$ cat src/rtl/emmc_tune_ctrl.sv
module emmc_tune_ctrl #(
  parameter int TUNE_W      = 6,
  parameter int TUNE_LIMIT  = 43,
  parameter int UPD_CYCLES  = 2
) (
  input  logic              clk,
  input  logic              rst_n,
  input  logic              wr_en,
  input  logic [31:0]       wr_data,
  output logic [31:0]       rd_data,
  output logic              busy,
  output logic [TUNE_W-1:0] applied_dly,
  output logic              sel_sd,
  output logic              sel_sdr,
  output logic              sel_ddr,
  output logic              sel_hs200,
  output logic              sel_hs400
);
  localparam int CW = (UPD_CYCLES > 2) ? $clog2(UPD_CYCLES) : 1;
  localparam logic [TUNE_W-1:0] LIM = TUNE_W'(TUNE_LIMIT);
  localparam logic [CW-1:0] RELOAD = CW'(UPD_CYCLES - 1);
  localparam int TLO = 8;
  localparam int THI = TLO + TUNE_W - 1;
  localparam int UPD = 15;

  logic [2:0]        mode_q;
  logic [TUNE_W-1:0] tune_q, stage_q, applied_q;
  logic              pend_q;
  logic [CW-1:0]     cnt_q;

  wire [TUNE_W-1:0] tune_in = wr_data[THI:TLO];
  wire              req     = wr_en & wr_data[UPD];
  wire              done    = pend_q & (cnt_q == '0) & ~req;

  always_ff @(posedge clk or negedge rst_n) begin
    if (!rst_n) begin
      mode_q <= '0;
      tune_q <= '0;
    end else if (wr_en) begin
      mode_q <= wr_data[2:0];
      tune_q <= tune_in;
    end
  end

  always_ff @(posedge clk or negedge rst_n) begin
    if (!rst_n) begin
      pend_q    <= 1'b0;
      cnt_q     <= '0;
      stage_q   <= '0;
      applied_q <= '0;
    end else if (req) begin
      pend_q  <= 1'b1;
      cnt_q   <= RELOAD;
      stage_q <= (tune_in >= LIM) ? '0 : tune_in;
    end else if (done) begin
      pend_q    <= 1'b0;
      applied_q <= stage_q;
    end else if (pend_q) begin
      cnt_q <= cnt_q - 1'b1;
    end
  end

  always_comb begin
    rd_data          = '0;
    rd_data[2:0]     = mode_q;
    rd_data[THI:TLO] = tune_q;
    rd_data[UPD]     = pend_q;
  end

  assign busy        = pend_q;
  assign applied_dly = applied_q;
  assign sel_sdr     = (mode_q == 3'd2);
  assign sel_ddr     = (mode_q == 3'd3);
  assign sel_hs200   = (mode_q == 3'd4);
  assign sel_hs400   = (mode_q == 3'd5);
  assign sel_sd      = ~(sel_sdr | sel_ddr | sel_hs200 | sel_hs400);


  req_sets_busy_chk: assert property (@(posedge clk) disable iff (!rst_n)
    req |=> busy);


  busy_clears_chk: assert property (@(posedge clk) disable iff (!rst_n)
    done |=> !busy);


  applied_hold_chk: assert property (@(posedge clk) disable iff (!rst_n)
    !done |=> $stable(applied_dly));


  applied_range_chk: assert property (@(posedge clk) disable iff (!rst_n)
    applied_dly < LIM);


  onehot_mode_chk: assert property (@(posedge clk) disable iff (!rst_n)
    $countones({sel_sd, sel_sdr, sel_ddr, sel_hs200, sel_hs400}) == 1);
endmodule

$ cat config.mk
export PLATFORM = sky130hd
export DESIGN_NAME = emmc_tune_ctrl
export DESIGN_NICKNAME = d
export VERILOG_FILES = /design/src/rtl/emmc_tune_ctrl.sv
export SDC_FILE = /design/constraint.sdc
export NUM_CORES = 1
export LEC_CHECK = 0
export BUFFER_PORTS_ARGS = -buffer_cell sky130_fd_sc_hd__buf_4
export CORE_MARGIN = 2
export CORE_UTILIZATION = 36
export DETAILED_ROUTE_END_ITERATION = 16
export PLACE_DENSITY_LB_ADDON = 0.3
export SLEW_MARGIN = 20
export SYNTH_ARGS = -nofsm -noshare
export SYNTH_HDL_FRONTEND = slang
export SYNTH_SLANG_ARGS = --single-unit
$ cat constraint.sdc
create_clock -name clk -period 1.04 [get_ports clk]
set_clock_uncertainty 0.15 [all_clocks]
set_input_delay 0.104 -clock clk [delete_from_list [all_inputs] [get_ports clk]]
set_output_delay 0.104 -clock clk [all_outputs]
set_load 0.05 [all_outputs]
* Word level (Yosys, flattened, before mapping)
Cells that the tools add are included.
** Word-level totals
- Bits in registers :: 23
- Word-level logic and storage cells :: 32
** Operators by class
- Add/sub/neg operators :: 1
- Order comparisons :: 1
- Eq/ne operators :: 5
- Multiplexer cells :: 6
- Bitwise gates (word level) :: 9
- Reduce and logical (&&, ||, !) cells :: 4
** Operators by type and width (count)
- 3-bit by 2-bit == test with 1-bit output (second input constant) :: 2
- 3-bit == test (second input constant) :: 2
- 6-bit greater-or-equal comparator (second input constant) :: 1
- 6-bit two-way mux :: 1
- 1-bit two-way mux :: 5
- 2-bit AND reduction :: 2
- 2-bit nonzero test :: 2
- 1-bit AND :: 3
- 1-bit inverter :: 3
- 1-bit OR :: 3
- 2-bit inequality test (second input constant) :: 1
- 1-bit subtractor (second input constant) :: 1

* Longest topological paths before layout
- Depth after elaboration :: 5
- Gate-level depth with buffers :: 5
- Gate-level depth less buffers :: 3

* Worst setup path before layout
Ideal clock, no wire load.
- Kind :: reg2out
- Start :: register mode_q[2]
- End :: output sel_hs200
- Arrival time :: 1.911 ns
- Data required time :: 0.786 ns
- Slack :: -1.125 ns
- Cell stages (with the launch flop) :: 2
- Path buffers :: 0
- Cell sequence :: dfrtp_1 nor3b_1
** On the way
- Longest elaborated chain between the ends :: 1
** RTL lines
- start, declared :: line 26 : logic [2:0] mode_q;
- start signal, assigned :: line 40 : mode_q <= wr_data[2:0];
- 3-bit == test :: line 74 : assign sel_hs200 = (mode_q == 3'd4);
- end, declared :: line 16 : output logic sel_hs200,
No other way between the ends.

* Final worst setup path
- Start :: register mode_q[1]
- End :: output sel_hs400
** On the way
- Longest elaborated chain between the ends :: 1
** RTL lines
- 3-bit == test :: line 75 : assign sel_hs400 = (mode_q == 3'd5);
- end, declared :: line 17 : output logic sel_hs400
No other way between the ends.

==> flow_summary.yaml <==
grt:
  overflow: 0
  grt-busiest-layer: "met2"
  grt_first_pass_wirelength_mm: 3.37
  grtUsageTotal_pct: 13.1
  grt_max_degree: 24
  grt_pass1_vias: 737
  grt_use_met2_pct: 21.6
  grtUsageMet1_pct: 15.6
  antenna_found_initial: 0
  met3_usage_pct: 5.19
sta:
  final_max_slew_viol_count: 0
  setup_viol: 30
  max_freq_mhz: 650
  setup_slack_ns: -0.499
  rsz0062_at_grt: "true"
  period_minus_slack_ns: 1.54
  hold_viol_final: 0
  period_share_pct: 148
  tns_ns: -6.26
clock_tree:
  htreeDepth: 1
  cts_tree: "built"
  clk_latency_ns: 0.32
  cts_hold_buf: 9
  clock-root-buffer: "clkbuf_4"
  clkTransAtPathRegs_ns: 0.12
  cts_buffers: 3
  clock-sinks: 23
  clockBufferDepth: 2
logic_synthesis:
  avgSynthCellArea_um2: 11.8
  synth.distinct_cells: 17
  seq_area_frac_synth_pct: 50.7
  synthCells: 96
  synth_warnings: 0
  syn_area_um2: 1140
  synth_seq_cells: 23
route:
  vias_per_cell: 4.19
  final_antenna_net_count: 0
  finalWirelength_mm: 2.19
  drtPass1Iterations: 4
  vias: 821
  detail_route.wl_per_cell_um: 11.2
  drc_errors: 0
  drtIter0Drc: 8
placement:
  gp_congestion: 0.717
  dp.cells: 175
  numPortBuffers: 34
  place_hpwl_mm: 1.59
  post-place-ws_ns: -0.165
die:
  rows: 20
  die_height_um: 60.2
  pin_count: 79
  fp.dieArea_um2: 3620
  core_area_um2: 3030
  start_util_pct: 37.5
  die_w_um: 60.2
power:
  power_density_nw_per_um2: 1830
  power.total_w: 0.00318
  p_leak_nw: 0.838
  ir_drop_uv: 1020
critical_path:
  cp_data_arrival_time_ns: 1.28
  crit_path_max_incr_delay_ns: 0.56
  start_kind: "flip-flop"
  critPathCaptureType: "output pin"
  crit_type: "flip-flop to output pin"
  cpLargestDelayFamily: "flip-flops"
  cp_slowest_cell: "dfrtp_4"
  path_cells: "and3b_2 > buf_6"
  cp_max_fo: 7
  path_buf_inv: 1
  critPathRequiredTime_ns: 0.79
outcome:
  violations: "negative setup slack"
  status: "finished, violations left"
min_path:
  min_path_type: "primary input to flip-flop"
final_layout:
  diodes: 0
  num-nets-final: 188
  drive_gt1_share_pct: 56.6
  fill_cells: 257
  stdcell_count: 196
  areaGrowthSynthToFinish_pct: 52.4
  utilization_pct: 57.2
run:
  cap_violations: 0
power by group:
| group | total, W | leakage (nW) | switching (W) | internal, W |
|---|---|---|---|---|
| registers | 0.00119 | 0.275 | 0.000129 | 0.00106 |
| clock network | 0.000416 | 0.0177 | 0.000272 | 0.000144 |
| logic | 0.00158 | 0.546 | 0.000927 | 0.000649 |
area by class of cell:
class | count | area, um^2 | area share [%]
inverter | 1 | 3.75 | 0.217
sequential | 23 | 593 | 34.2
multi-input combinational | 68 | 515 | 29.8
timing repair buffer | 56 | 537 | 31.0
tap | 44 | 55.1 | 3.18
clock buffer | 3 | 22.5 | 1.30
clock inverter | 1 | 5.00 | 0.289
state kept, by name, summed over array words and instances, names as in the netlist:
signal / count
applied_dly: 6
busy: 1
cnt_q: 1
mode_q: 3
stage_q: 6
tune_q: 6
layer usage:
| layer | wire [um] | vias to the layer above |
|---|---|---|
| met4 | 26 | 0 |
| met3 | 124 | 4 |
| met5 | 0 | - |
| met1 | 882 | 401 |
| li1 | - | 391 |
| met2 | 1150 | 25 |
worst paths after layout:
kind,from,to,slack [ns],cells after the start
setup / recovery,mode_q[1]$_DFFE_PN0P_,sel_hs400,-0.50,2
hold / removal,wr_data[12],tune_q[4]$_DFFE_PN0P_,0.002,3
setup reg to reg,busy$_DFFE_PN0P_,applied_dly[4]$_DFFE_PN0P_,-0.19,3
hold reg to reg,stage_q[3]$_DFFE_PN0P_,stage_q[3]$_DFFE_PN0P_,0.34,2
max in group asynchronous,rst_n,mode_q[2]$_DFFE_PN0P_,0.45,2
min in group asynchronous,rst_n,applied_dly[3]$_DFFE_PN0P_,0.04,2
through the flow:
stage / instance area [um^2] / hold slack (ns)
6_report: 1730 / 0.00160
5_1_grt: 1730 / -0.00109
4_1_cts: 1710 / -0.00628
3_5_place_dp: 1440 / -0.138
3_3_place_gp: 1440 / -0.139
2_1_floorplan: 1280 / -0.342
cell usage in the layout, fill, tap and decap left out, types with 3 or more instances in the layout:
| master | Yosys | layout |
|---|---|---|
| buf_4 | 23 | 24 |
| buf_6 | 1 | 21 |
| clkbuf_4 | 0 | 3 |
| conb_1 | 1 | 22 |
| dfrtp_1 | 23 | 13 |
| dfrtp_2 | 0 | 8 |
| dlygate4sd3_1 | 0 | 9 |
| mux2_2 | 15 | 9 |
| mux2_4 | 0 | 6 |
| nand2_1 | 9 | 8 |
| o21ai_0 | 12 | 10 |
cells by family after synthesis:
group	Yosys count	synth area share, %
buf+inv	26	17.0
simple gates	17	10.0
xor+xnor	1	0.771
mux	15	14.9
compound gates	13	6.39
other cells	1	0.330
flops	23	50.7
worst min-delay path: cells and delay by family:
kind / cells / cell delay [ns]
buffers and inverters: 2 / 0.21
muxes: 1 / 0.13
synth_stat cells:
cell type	count	area, um^2
nand2_1	9	33.8
o21ai_0	12	60.1
conb_1	1	3.75
nand3_4	1	17.5
a211oi_2	1	12.5
xnor2_1	1	8.76
mux2_2	15	169
buf_4	23	173
buf_2	1	5.00
and3b_1	2	17.5
nor2_1	1	3.75
buf_6	1	11.3
nor3b_1	2	15.0
dfrtp_1	23	576
nand2_8	1	20.0
nand2b_1	1	6.26
inv_1	1	3.75
timing repair:
item / in CTS / in global routing
hold endpoints to repair: 38 / 1
gates resized for setup: 31 / 4
buffers inserted: 7 / 1
setup endpoints to repair: 30 / 34
pin swaps: 0 / 2
No activity file was read; power rests on OpenSTA's default activity.
